==> src/rtl/sgram_cmd_pkg.sv <==
package sgram_cmd_pkg;
  typedef enum logic [3:0] {
    CMD_DESEL = 4'd0,
    CMD_NOP   = 4'd1,
    CMD_ACT   = 4'd2,
    CMD_RD    = 4'd3,
    CMD_WR    = 4'd4,
    CMD_BWR   = 4'd5,
    CMD_PRE   = 4'd6,
    CMD_AREF  = 4'd7,
    CMD_SREF  = 4'd8,
    CMD_MRS   = 4'd9,
    CMD_SMRS  = 4'd10,
    CMD_BST   = 4'd11,
    CMD_PDN   = 4'd12,
    CMD_SUSP  = 4'd13,
    CMD_BAD   = 4'd14
  } cmd_e;

  localparam int unsigned CMD_NUM = 14;
endpackage

==> src/rtl/sgram_pin_decode.sv <==
module sgram_pin_decode
  import sgram_cmd_pkg::*;
(
  input  logic cke_prev_i,
  input  logic cke_i,
  input  logic cs_n_i,
  input  logic ras_n_i,
  input  logic cas_n_i,
  input  logic we_n_i,
  input  logic dsf_i,
  input  logic burst_i,
  output cmd_e cmd_o,
  output logic valid_o
);
  cmd_e sleep_cmd;

  always_comb begin
    sleep_cmd = burst_i ? CMD_SUSP : CMD_PDN;
    valid_o   = cke_prev_i;
    if (cs_n_i) begin
      cmd_o = cke_i ? CMD_DESEL : sleep_cmd;
    end else if ({ras_n_i, cas_n_i, we_n_i} == 3'b001) begin
      cmd_o = cke_i ? CMD_AREF : CMD_SREF;
    end else if (!cke_i) begin
      cmd_o = sleep_cmd;
    end else begin
      unique case ({ras_n_i, cas_n_i, we_n_i})
        3'b000:  cmd_o = dsf_i ? CMD_SMRS : CMD_MRS;
        3'b010:  cmd_o = CMD_PRE;
        3'b011:  cmd_o = CMD_ACT;
        3'b101:  cmd_o = CMD_RD;
        3'b100:  cmd_o = dsf_i ? CMD_BWR : CMD_WR;
        3'b110:  cmd_o = dsf_i ? CMD_BAD : CMD_BST;
        default: cmd_o = CMD_NOP;
      endcase
    end
  end
endmodule

==> src/rtl/sgram_bank_track.sv <==
module sgram_bank_track
  import sgram_cmd_pkg::*;
#(
  parameter int unsigned NUM_BANKS = 2,
  parameter int unsigned BURST_LEN = 4,
  localparam int unsigned BANK_W = $clog2(NUM_BANKS),
  localparam int unsigned CNT_W  = $clog2(BURST_LEN + 1)
) (
  input  logic                 clk_i,
  input  logic                 rst_ni,
  input  logic                 valid_i,
  input  cmd_e                 cmd_i,
  input  logic [BANK_W-1:0]    bank_i,
  input  logic                 a9_i,
  output logic                 illegal_o,
  output logic                 burst_o,
  output logic [NUM_BANKS-1:0] open_o
);
  logic [NUM_BANKS-1:0] open_q;
  logic [CNT_W-1:0]     cnt_q;
  logic                 sel_open, col_cmd, go;

  always_comb begin
    sel_open  = open_q[bank_i];
    col_cmd   = (cmd_i == CMD_RD) || (cmd_i == CMD_WR) || (cmd_i == CMD_BWR);
    illegal_o = valid_i && (
                  (cmd_i == CMD_BAD) ||
                  ((cmd_i == CMD_ACT) && sel_open) ||
                  (col_cmd && !sel_open) ||
                  (((cmd_i == CMD_MRS) || (cmd_i == CMD_AREF) || (cmd_i == CMD_SREF)) && (|open_q)));
    go        = valid_i && !illegal_o;
  end

  for (genvar b = 0; b < NUM_BANKS; b++) begin : g_bank
    logic hit;
    assign hit = (bank_i == BANK_W'(b));
    always_ff @(posedge clk_i or negedge rst_ni) begin
      if (!rst_ni) begin
        open_q[b] <= 1'b0;
      end else if (go) begin
        if (cmd_i == CMD_ACT && hit) open_q[b] <= 1'b1;
        else if (cmd_i == CMD_PRE && (a9_i || hit)) open_q[b] <= 1'b0;
        else if (col_cmd && a9_i && hit) open_q[b] <= 1'b0;
      end
    end
  end

  always_ff @(posedge clk_i or negedge rst_ni) begin
    if (!rst_ni) begin
      cnt_q <= '0;
    end else if (valid_i) begin
      if (go && (cmd_i == CMD_RD || cmd_i == CMD_WR)) cnt_q <= CNT_W'(BURST_LEN - 1);
      else if (go && (cmd_i == CMD_PRE || cmd_i == CMD_BST)) cnt_q <= '0;
      else if (cnt_q != '0) cnt_q <= cnt_q - 1'b1;
    end
  end

  assign burst_o = (cnt_q != '0);
  assign open_o  = open_q;

  p_act_open_r6: assert property (@(posedge clk_i) disable iff (!rst_ni)
    (go && cmd_i == CMD_ACT) |=> open_q[$past(bank_i)]);
  p_pre_all_r5: assert property (@(posedge clk_i) disable iff (!rst_ni)
    (go && cmd_i == CMD_PRE && a9_i) |=> (open_q == '0));
  p_refused_keeps_r11: assert property (@(posedge clk_i) disable iff (!rst_ni)
    illegal_o |=> $stable(open_q));
  p_burst_cap_r9: assert property (@(posedge clk_i) disable iff (!rst_ni)
    cnt_q <= CNT_W'(BURST_LEN - 1));
  p_frozen_cnt_r10: assert property (@(posedge clk_i) disable iff (!rst_ni)
    !valid_i |=> $stable(cnt_q));
endmodule

==> src/rtl/sgram_cmd_decode.sv <==
module sgram_cmd_decode
  import sgram_cmd_pkg::*;
#(
  parameter int unsigned NUM_BANKS = 2,
  parameter int unsigned BURST_LEN = 4,
  localparam int unsigned BANK_W = $clog2(NUM_BANKS)
) (
  input  logic                 clk_i,
  input  logic                 rst_ni,
  input  logic                 cke_i,
  input  logic                 cs_n_i,
  input  logic                 ras_n_i,
  input  logic                 cas_n_i,
  input  logic                 we_n_i,
  input  logic                 dsf_i,
  input  logic [BANK_W-1:0]    bank_i,
  input  logic                 a9_i,
  output logic [CMD_NUM-1:0]   cmd_o,
  output logic [BANK_W-1:0]    bank_o,
  output logic                 all_banks_o,
  output logic                 auto_pre_o,
  output logic                 mask_wr_o,
  output logic                 err_o,
  output logic [NUM_BANKS-1:0] bank_open_o
);
  logic cke_q, valid, illegal, burst, strobe;
  cmd_e cmd;
  logic [CMD_NUM-1:0] cmd_d;
  logic [BANK_W-1:0]  bank_d;
  logic               all_d, ap_d, mw_d;

  always_ff @(posedge clk_i or negedge rst_ni) begin
    if (!rst_ni) cke_q <= 1'b1;
    else         cke_q <= cke_i;
  end

  sgram_pin_decode u_pins (
    .cke_prev_i (cke_q),
    .cke_i      (cke_i),
    .cs_n_i     (cs_n_i),
    .ras_n_i    (ras_n_i),
    .cas_n_i    (cas_n_i),
    .we_n_i     (we_n_i),
    .dsf_i      (dsf_i),
    .burst_i    (burst),
    .cmd_o      (cmd),
    .valid_o    (valid)
  );

  sgram_bank_track #(
    .NUM_BANKS (NUM_BANKS),
    .BURST_LEN (BURST_LEN)
  ) u_track (
    .clk_i     (clk_i),
    .rst_ni    (rst_ni),
    .valid_i   (valid),
    .cmd_i     (cmd),
    .bank_i    (bank_i),
    .a9_i      (a9_i),
    .illegal_o (illegal),
    .burst_o   (burst),
    .open_o    (bank_open_o)
  );

  always_comb begin
    strobe = valid && !illegal;
    cmd_d  = strobe ? (CMD_NUM'(1) << cmd) : '0;
    bank_d = strobe ? bank_i : '0;
    all_d  = strobe && (cmd == CMD_PRE) && a9_i;
    ap_d   = strobe && ((cmd == CMD_RD) || (cmd == CMD_WR) || (cmd == CMD_BWR)) && a9_i;
    mw_d   = strobe && (cmd == CMD_ACT) && dsf_i;
  end

  always_ff @(posedge clk_i or negedge rst_ni) begin
    if (!rst_ni) begin
      cmd_o       <= '0;
      bank_o      <= '0;
      all_banks_o <= 1'b0;
      auto_pre_o  <= 1'b0;
      mask_wr_o   <= 1'b0;
      err_o       <= 1'b0;
    end else begin
      cmd_o       <= cmd_d;
      bank_o      <= bank_d;
      all_banks_o <= all_d;
      auto_pre_o  <= ap_d;
      mask_wr_o   <= mw_d;
      err_o       <= illegal;
    end
  end

  p_onehot_r1: assert property (@(posedge clk_i) disable iff (!rst_ni)
    $onehot0(cmd_o));
  p_desel_r2: assert property (@(posedge clk_i) disable iff (!rst_ni)
    (cke_q && cke_i && cs_n_i) |=> cmd_o[CMD_DESEL]);
  p_nop_r3: assert property (@(posedge clk_i) disable iff (!rst_ni)
    (cke_q && cke_i && !cs_n_i && ras_n_i && cas_n_i && we_n_i) |=> cmd_o[CMD_NOP]);
  p_err_quiet_r11: assert property (@(posedge clk_i) disable iff (!rst_ni)
    err_o |-> (cmd_o == '0 && !all_banks_o && !auto_pre_o && !mask_wr_o));
  p_frozen_r10: assert property (@(posedge clk_i) disable iff (!rst_ni)
    !cke_q |=> (cmd_o == '0 && !err_o && $stable(bank_open_o)));
endmodule

==> config.mk <==
export PLATFORM = sky130hd
export DESIGN_NAME = sgram_cmd_decode
export DESIGN_NICKNAME = d
export VERILOG_FILES = /design/src/rtl/sgram_cmd_pkg.sv /design/src/rtl/sgram_pin_decode.sv /design/src/rtl/sgram_bank_track.sv /design/src/rtl/sgram_cmd_decode.sv
export SDC_FILE = /design/constraint.sdc
export NUM_CORES = 1
export LEC_CHECK = 0
export ABC_AREA = 1
export ABC_CLOCK_PERIOD_IN_PS = 3700
export BUFFER_PORTS_ARGS = -buffer_cell sky130_fd_sc_hd__buf_2
export CAP_MARGIN = 10
export CORE_ASPECT_RATIO = 1.25
export CORE_MARGIN = 3
export CORE_UTILIZATION = 57
export CTS_CLUSTER_DIAMETER = 80
export DETAILED_ROUTE_END_ITERATION = 7
export PLACE_DENSITY = 0.91
export RECOVER_POWER = 100
export SLEW_MARGIN = 20
export SYNTH_ARGS = -nofsm -noshare
export SYNTH_HDL_FRONTEND = slang
export SYNTH_SLANG_ARGS = --single-unit
==> constraint.sdc <==
create_clock -name clk_i -period 3.7 [get_ports clk_i]
set_clock_uncertainty 0.05 [all_clocks]
set_input_delay 0.74 -clock clk_i [delete_from_list [all_inputs] [get_ports clk_i]]
set_output_delay 0.74 -clock clk_i [all_outputs]
set_load 0.01 [all_outputs]
== After elaboration in Yosys (flattened, before gate mapping) ==
Cells that the tools add are included.

* Register bits after elaboration: 25
* Logic and storage cells: 94
* Output and inout port bits: 21
* Bits of input ports: 10

* Mux-type cells: 23
* Eq/ne operators: 16
* Reductions and logical operators: 41
* Bitwise operators: 1
* Shift operators: 1
* Order comparisons: 1
* Add/subtract/negate cells: 1

{| class="wikitable"
|+ Operators by type and width
! kind !! number
|-
| $pmux 4 s6 || 1
|-
| $logic_and 1x1->1 || 20
|-
| $mux 4 || 5
|-
| $eq 4x3->1 const B || 4
|-
| $eq 4x4->1 const B || 4
|-
| $mux 14 || 1
|-
| $shl 1x4->14 const A || 1
|-
| $mux 3 || 4
|-
| $reduce_bool 3->1 || 4
|-
| $mux 1 || 11
|-
| $logic_or 1x1->1 || 10
|-
| $eq 3x3->1 const B || 3
|-
| $eq 4x2->1 const B || 2
|-
| $eq 3x2->1 const B || 2
|-
| $reduce_and 2->1 || 3
|-
| $eq 3x1->1 const B || 1
|-
| $logic_not 3->1 || 1
|-
| $sub 3x1->3 const B || 1
|-
| $logic_not 1->1 || 2
|-
| $lt 1x2->1 const B || 1
|-
| $mux 2 || 1
|-
| $reduce_or 2->1 || 1
|-
| $not 1->1 || 1
|}

== Depth between registers and ports, before layout ==
* Depth in word-level cells: 17
* Depth in mapped cells: 17
* Depth with buffers taken out: 16

== By module ==
From an unflattened synthesis, not the netlist that was laid out.

* Cell total of the unflattened synthesis: 196
* Area, all modules: 1422.6 µm²

{| class="wikitable"
|+ By module, submodules not included
! module !! area an instance (µm²) !! instances !! cells each !! sequential area each (µm²)
|-
| sgram_cmd_decode || 685.7 || 1 || 65 || 501.7
|-
| sgram_bank_track || 534.3 || 1 || 88 || 125.1
|-
| sgram_pin_decode || 202.7 || 1 || 43 || 0.0
|}

== Worst setup path before layout ==
No wires, ideal clock.

* Kind: in2reg
* From: input ras_n_i
* To: register u_track.open_q[0], in the netlist u_track.open_o[0]
* Library setup time: 123 ps
* Data required time: 3527 ps
* Data arrival time: 2110 ps
* Cell stages on the path: 15
* Path buffers: 1
* Path slack: 1418 ps
* Cells stage by stage: inv_2 nand3_2 nor2_2 nand2_2 nand2_2 nand2_4 nand4_1 nand2_2 a21oi_4 nand2_2 nor2_4 inv_2 buf_6 o21ai_2 o21ai_1

* Word-level cells in the longest chain between the ends: 15
* Elaborated cells between the ends (all ways): 41
* Those cells by class: 15 x eq/ne; 6 x mux; 20 x reduce/logical

{| class="wikitable"
|+ RTL lines
! item !! line !! RTL
|-
| start: declaration || sgram_cmd_decode.sv:12 || <nowiki>input logic ras_n_i,</nowiki>
|-
| $eq 3x3->1 (tied with other cells) || sgram_pin_decode.sv:27 || <nowiki>unique case ({ras_n_i, cas_n_i, we_n_i})</nowiki>
|-
| $pmux 4 s6 || sgram_pin_decode.sv:27 ||
|-
| $mux 4 || sgram_pin_decode.sv:24 || <nowiki>end else if (!cke_i) begin</nowiki>
|-
| $mux 4 * || sgram_pin_decode.sv:22 || <nowiki>end else if ({ras_n_i, cas_n_i, we_n_i} == 3'b001) begin</nowiki>
|-
| $mux 4 * || sgram_pin_decode.sv:20 || <nowiki>if (cs_n_i) begin</nowiki>
|-
| $eq 4x2->1 / $eq 4x3->1 (equally long branches) || sgram_bank_track.sv:25 || <nowiki>col_cmd = (cmd_i == CMD_RD) || (cmd_i == CMD_WR) || (cmd_i == CMD_BWR);</nowiki>
|-
| $logic_or 1x1->1 (2 in series) || sgram_bank_track.sv:25 ||
|-
| $logic_and 1x1->1 || sgram_bank_track.sv:29 || <nowiki>(col_cmd && !sel_open) ||</nowiki>
|-
| $logic_or 1x1->1 || sgram_bank_track.sv:28 || <nowiki>((cmd_i == CMD_ACT) && sel_open) ||</nowiki>
|-
| $logic_or 1x1->1 || sgram_bank_track.sv:29 ||
|-
| $logic_and 1x1->1 || sgram_bank_track.sv:26 || <nowiki>illegal_o = valid_i && (</nowiki>
|-
| $logic_not 1->1 || sgram_bank_track.sv:31 || <nowiki>go = valid_i && !illegal_o;</nowiki>
|-
| $logic_and 1x1->1 || sgram_bank_track.sv:31 ||
|-
| $reduce_and 2->1 (no line) || -- ||
|-
| end signal: indexed assignment || sgram_bank_track.sv:39 || <nowiki>open_q[b] <= 1'b0;</nowiki>
|-
| end signal: indexed assignment || sgram_bank_track.sv:41 || <nowiki>if (cmd_i == CMD_ACT && hit) open_q[b] <= 1'b1;</nowiki>
|-
| end signal: indexed assignment || sgram_bank_track.sv:42 || <nowiki>else if (cmd_i == CMD_PRE && (a9_i || hit)) open_q[b] <= 1'b0;</nowiki>
|-
| end: declaration || sgram_bank_track.sv:19 || <nowiki>logic [NUM_BANKS-1:0] open_q;</nowiki>
|}

Mark *: on every way between the ends. The rest lies on a longest branch, timed or not.
A chain may end at the register's enable or synchronous reset.

== Worst setup path in the final report ==
* From: input we_n_i
* To: register u_track.open_q[1], in the netlist u_track.open_o[1]

* Word-level cells in the longest chain between the ends: 15
* Elaborated cells between the ends (all ways): 41
* Those cells by class: 15 x eq/ne; 6 x mux; 20 x reduce/logical

{| class="wikitable"
|+ RTL lines
! item !! line !! RTL
|-
| start: declaration || sgram_cmd_decode.sv:14 || <nowiki>input logic we_n_i,</nowiki>
|-
| $eq 3x3->1 (tied with other cells) || sgram_pin_decode.sv:27 ||
|-
| $pmux 4 s6 || sgram_pin_decode.sv:27 ||
|-
| $mux 4 || sgram_pin_decode.sv:24 ||
|-
| $mux 4 * || sgram_pin_decode.sv:22 ||
|-
| $mux 4 * || sgram_pin_decode.sv:20 ||
|-
| $eq 4x2->1 / $eq 4x3->1 (equally long branches) || sgram_bank_track.sv:25 ||
|-
| $logic_or 1x1->1 (2 in series) || sgram_bank_track.sv:25 ||
|-
| $logic_and 1x1->1 || sgram_bank_track.sv:29 ||
|-
| $logic_or 1x1->1 || sgram_bank_track.sv:28 ||
|-
| $logic_or 1x1->1 || sgram_bank_track.sv:29 ||
|-
| $logic_and 1x1->1 || sgram_bank_track.sv:26 ||
|-
| $logic_not 1->1 || sgram_bank_track.sv:31 ||
|-
| $logic_and 1x1->1 || sgram_bank_track.sv:31 ||
|-
| $reduce_and 2->1 (no line) || -- ||
|}

Marks and branches as above.

==> flow_metrics.py <==
metrics = {
    "outcome": {
        "status": "completed",
    },
    "layout": {
        "layout-drive-gt1-share": 0.173,
        "finalNetCount": 210,
        "filler_cells": 226,
        "synthToLayoutAreaGrowth_pct": 9.30,
        "final-instance-count-excl-fill": 228,
        "insertedDiodeCount": 0,
    },
    "timing": {
        "fin_crit_ns": 2.73,
        "totalNegativeSetupSlack_ns": 0,
        "fin_crit_sh": 0.738,
        "timing_worst_slew_pin_value_ns": 1.25,
        "unrepaired_setup_endpoints_after_global_routing": "no",
        "highest_clock_frequency_the_design_can_meet_mhz": 366,
        "final-hold-violation-count": 0,
        "timing.max_slew.rel_slack": 0.170,
        "finalMaxSlewViolations": 0,
        "final-setup-viol-count": 0,
    },
    "cts": {
        "cts_buffers": 3,
        "clkLatencyLatePin_ns": 0.32,
        "post_cts_buffers": 0,
        "cts_max_path_buffers": 2,
        "master_cell_of_the_clock_root_buffer": "sky130_fd_sc_hd__clkbuf_4",
        "postCtsResizedCells": 0,
        "clock_tree.htree_level_count": 1,
        "cts_sinks": 25,
        "clock_tree_from_tritoncts": "built",
        "cts_hold_repair.buffers": 0,
        "path_clk_slew_ns": 0.12,
    },
    "route": {
        "vias": 1148,
        "maxUsedRoutingLayer": "met4",
        "drt.antenna.violating_nets": 0,
        "wl_met2_um": 1390,
        "m1_wl_um": 1080,
        "detailroute.wirelength.met3_um": 120,
        "detailedRoute.firstPassIterationCount": 4,
        "route.detailed.drc": 0,
        "detail_route.iter0.violations": 30,
        "wl_per_cell_um": 11.7,
        "routed_wirelength_um": 2660,
        "routed_via_density": 5.04,
    },
    "placed_design": {
        "dp.cells": 224,
        "routabilityCongestion": 0.913,
        "detailedPlacementHpwl_um": 2120,
        "io_buffers": 30,
    },
    "floorplan": {
        "initial_core_util": 0.608,
        "die_height_um": 60.6,
        "fp.dieArea_um2": 3010,
        "ioPinCount": 31,
        "die-width_um": 49.7,
        "fp-row-count": 19,
        "core_area_um2": 2230,
    },
    "global_route": {
        "grt_max_degree": 26,
        "gr-total-overflow": 0,
        "grt_usage": 0.201,
        "antenna_found_initial": 0,
        "first_pass_grt_wire_length_um": 4570,
        "number_of_global_route_vias_before_repair": 1085,
    },
    "synthesis": {
        "ys_top_cells_by_count": "sky130_fd_sc_hd__nand2_1 (33), sky130_fd_sc_hd__nor2_1 (26), sky130_fd_sc_hd__dfrtp_1 (24), sky130_fd_sc_hd__inv_1 (18), sky130_fd_sc_hd__nand2_2 (13)",
        "yosysMostFrequentCell": "sky130_fd_sc_hd__nand2_1",
        "biggest_area_contributors_in_the_synthesized_netlist": "sky130_fd_sc_hd__dfrtp_1 (44%), sky130_fd_sc_hd__nand2_1 (9.1%), sky130_fd_sc_hd__nor2_1 (7.2%)",
        "synth_top_area_frac": 0.442,
        "yosys.area.top_type": "sky130_fd_sc_hd__dfrtp_1",
        "synth.net_count": 177,
        "syn-cell-area_um2": 1360,
        "synth.avg_cell_area_um2": 8.24,
        "gate_count_post_synth": 165,
        "synth_cell_type_count": 27,
        "synthFlopType": "sky130_fd_sc_hd__dfrtp_1",
        "synth_sequential_area_ratio": 0.461,
        "proportion_of_register_bits_with_asynchronous_set_or_reset_after_synthesis": 1.00,
        "postSynthRegisterBits": 25,
        "yosys_warnings": 0,
        "count_of_flip_flops_with_a_built_in_enable_after_synthesis": 0,
    },
    "min_path": {
        "worst_hold_path.endpoint": "u_track.cnt_q[1]",
        "worstHoldPathCells": 2,
        "worstHoldPathType": "register to register",
        "launch_instance_of_the_worst_min_delay_path": "u_track.cnt_q[1]",
    },
    "critical_path": {
        "worstReg2RegEnd": "u_track.open_o[1]",
        "critPathRequiredTime_ns": 3.86,
        "launching_element_type_of_the_critical_path": "input port",
        "ff2ff_setup_slack_ns": 1.07,
        "critPathCaptureType": "register",
        "worstPathArrival_ns": 2.89,
        "r2r_cells": 15,
        "critical_path.max_fanout": 11,
        "regToRegStartpoint": "u_track.cnt_q[0]",
        "criticalPathCategory": "input port to register",
    },
    "power_and_ir_drop": {
        "power.clock.fraction": 0.182,
        "pwr_density_cell_nw_per_um2": 440,
        "power.ir.vdd_worst_mv": 0.366,
        "power.combinational.fraction": 0.332,
        "cellInternalPower_uw": 417,
        "switchingPower_uw": 236,
        "power.leakage_uw": 0.000799,
        "pwr-share-seq": 0.485,
        "power_switching_share": 0.362,
    },
    "run": {
        "drv_cap": 0,
    },
}
cell usage in the layout, fill, tap and decap left out, types with 2 or more instances in the layout:
cell type,count
sky130_fd_sc_hd__nand2_1,37
sky130_fd_sc_hd__nor2_1,27
sky130_fd_sc_hd__clkbuf_1,25
sky130_fd_sc_hd__dfrtp_1,24
sky130_fd_sc_hd__inv_1,18
sky130_fd_sc_hd__nand3_1,13
sky130_fd_sc_hd__nand2_2,9
sky130_fd_sc_hd__inv_2,7
sky130_fd_sc_hd__o21ai_0,6
sky130_fd_sc_hd__buf_2,6
sky130_fd_sc_hd__nand4_1,4
sky130_fd_sc_hd__clkbuf_4,3
sky130_fd_sc_hd__o21ai_1,2
sky130_fd_sc_hd__a21oi_4,2
sky130_fd_sc_hd__ha_1,2
power groups by stage:
stage	registers (uW)	clock network, uW	logic (uW)
after detailed placement	321	0	232
after floorplan	324	0	173
after global placement	321	0	220
after CTS	316	122	232
final	317	119	217
after global routing	319	132	249
worst max path at each step:
stage / start / endpoint / slack, ns / cells after the start
2_1_floorplan: ras_n_i / u_track.open_o[0] / 1.42 / 15
3_3_place_gp: ras_n_i / u_track.open_o[1] / 1.11 / 15
3_5_place_dp: ras_n_i / u_track.open_o[1] / 1.02 / 15
4_1_cts: u_track.cnt_q[0] / u_track.open_o[1] / 1.33 / 15
5_1_grt: we_n_i / u_track.open_o[1] / 0.65 / 16
6_report: we_n_i / u_track.open_o[1] / 0.97 / 16
worst max-delay path, stage by stage:
cell and delay (ns):
sky130_fd_sc_hd__clkbuf_1 0.19, sky130_fd_sc_hd__nor2_1 0.10, sky130_fd_sc_hd__nand2_1 0.07, sky130_fd_sc_hd__nand2_1 0.10
sky130_fd_sc_hd__nand2_1 0.08, sky130_fd_sc_hd__nand3_1 0.07, sky130_fd_sc_hd__nand2_1 0.11, sky130_fd_sc_hd__a21boi_0 0.18
sky130_fd_sc_hd__nand3_1 0.19, sky130_fd_sc_hd__nand2_1 0.11, sky130_fd_sc_hd__nand2_1 0.11, sky130_fd_sc_hd__nand2_1 0.08
sky130_fd_sc_hd__nor2_1 0.31, sky130_fd_sc_hd__inv_2 0.18, sky130_fd_sc_hd__o21ai_0 0.17, sky130_fd_sc_hd__o21ai_0 0.10
kinds of logic after synthesis:
| family | Yosys count | synth area share |
|---|---|---|
| AO/OA/AOI/OAI | 13 | 0.0838 |
| XOR/XNOR | 1 | 0.00645 |
| adder cells (fa/ha/maj) | 2 | 0.0184 |
| buffers and inverters | 28 | 0.0838 |
| flip-flops | 25 | 0.461 |
| AND/OR/NAND/NOR | 96 | 0.346 |
sequential cells by signal, summed over array words and instances (netlist names):
register	flops
u_track.open_o	2
u_track.cnt_q	3
err_o	1
cmd_o	14
bank_o	1
all_banks_o	1
auto_pre_o	1
mask_wr_o	1
cke_q	1
per-layer routing:
metal / vias to the layer above / global-route usage
li1: 572 / -
met1: 534 / 0.225
met2: 35 / 0.355
met3: 7 / 0.0344
met4: 0 / 0.130
met5: - / 0
area by class of cell:
| type | count | area [um2] | area share |
|---|---|---|---|
| clock buffers | 4 | 26.3 | 0.0177 |
| inverters | 26 | 97.6 | 0.0657 |
| multi-input cells | 112 | 576 | 0.388 |
| flip-flops and latches | 25 | 627 | 0.422 |
| well taps | 31 | 38.8 | 0.0261 |
| repair buffers | 30 | 120 | 0.0809 |
through the flow:
stage          hold WS, ns  setup WS (ns)  power (uW)  area (um2)  utilization
6_report             0.453          0.970         654        1490        0.665
5_1_grt              0.463          0.652         700        1490        0.665
4_1_cts              0.341           1.33         671        1560        0.697
3_5_place_dp         0.416           1.02         552        1530        0.685
3_3_place_gp         0.408           1.11         541        1530        0.685
2_1_floorplan        0.392           1.42         497        1360            -
(Power assumes the default switching activity.)
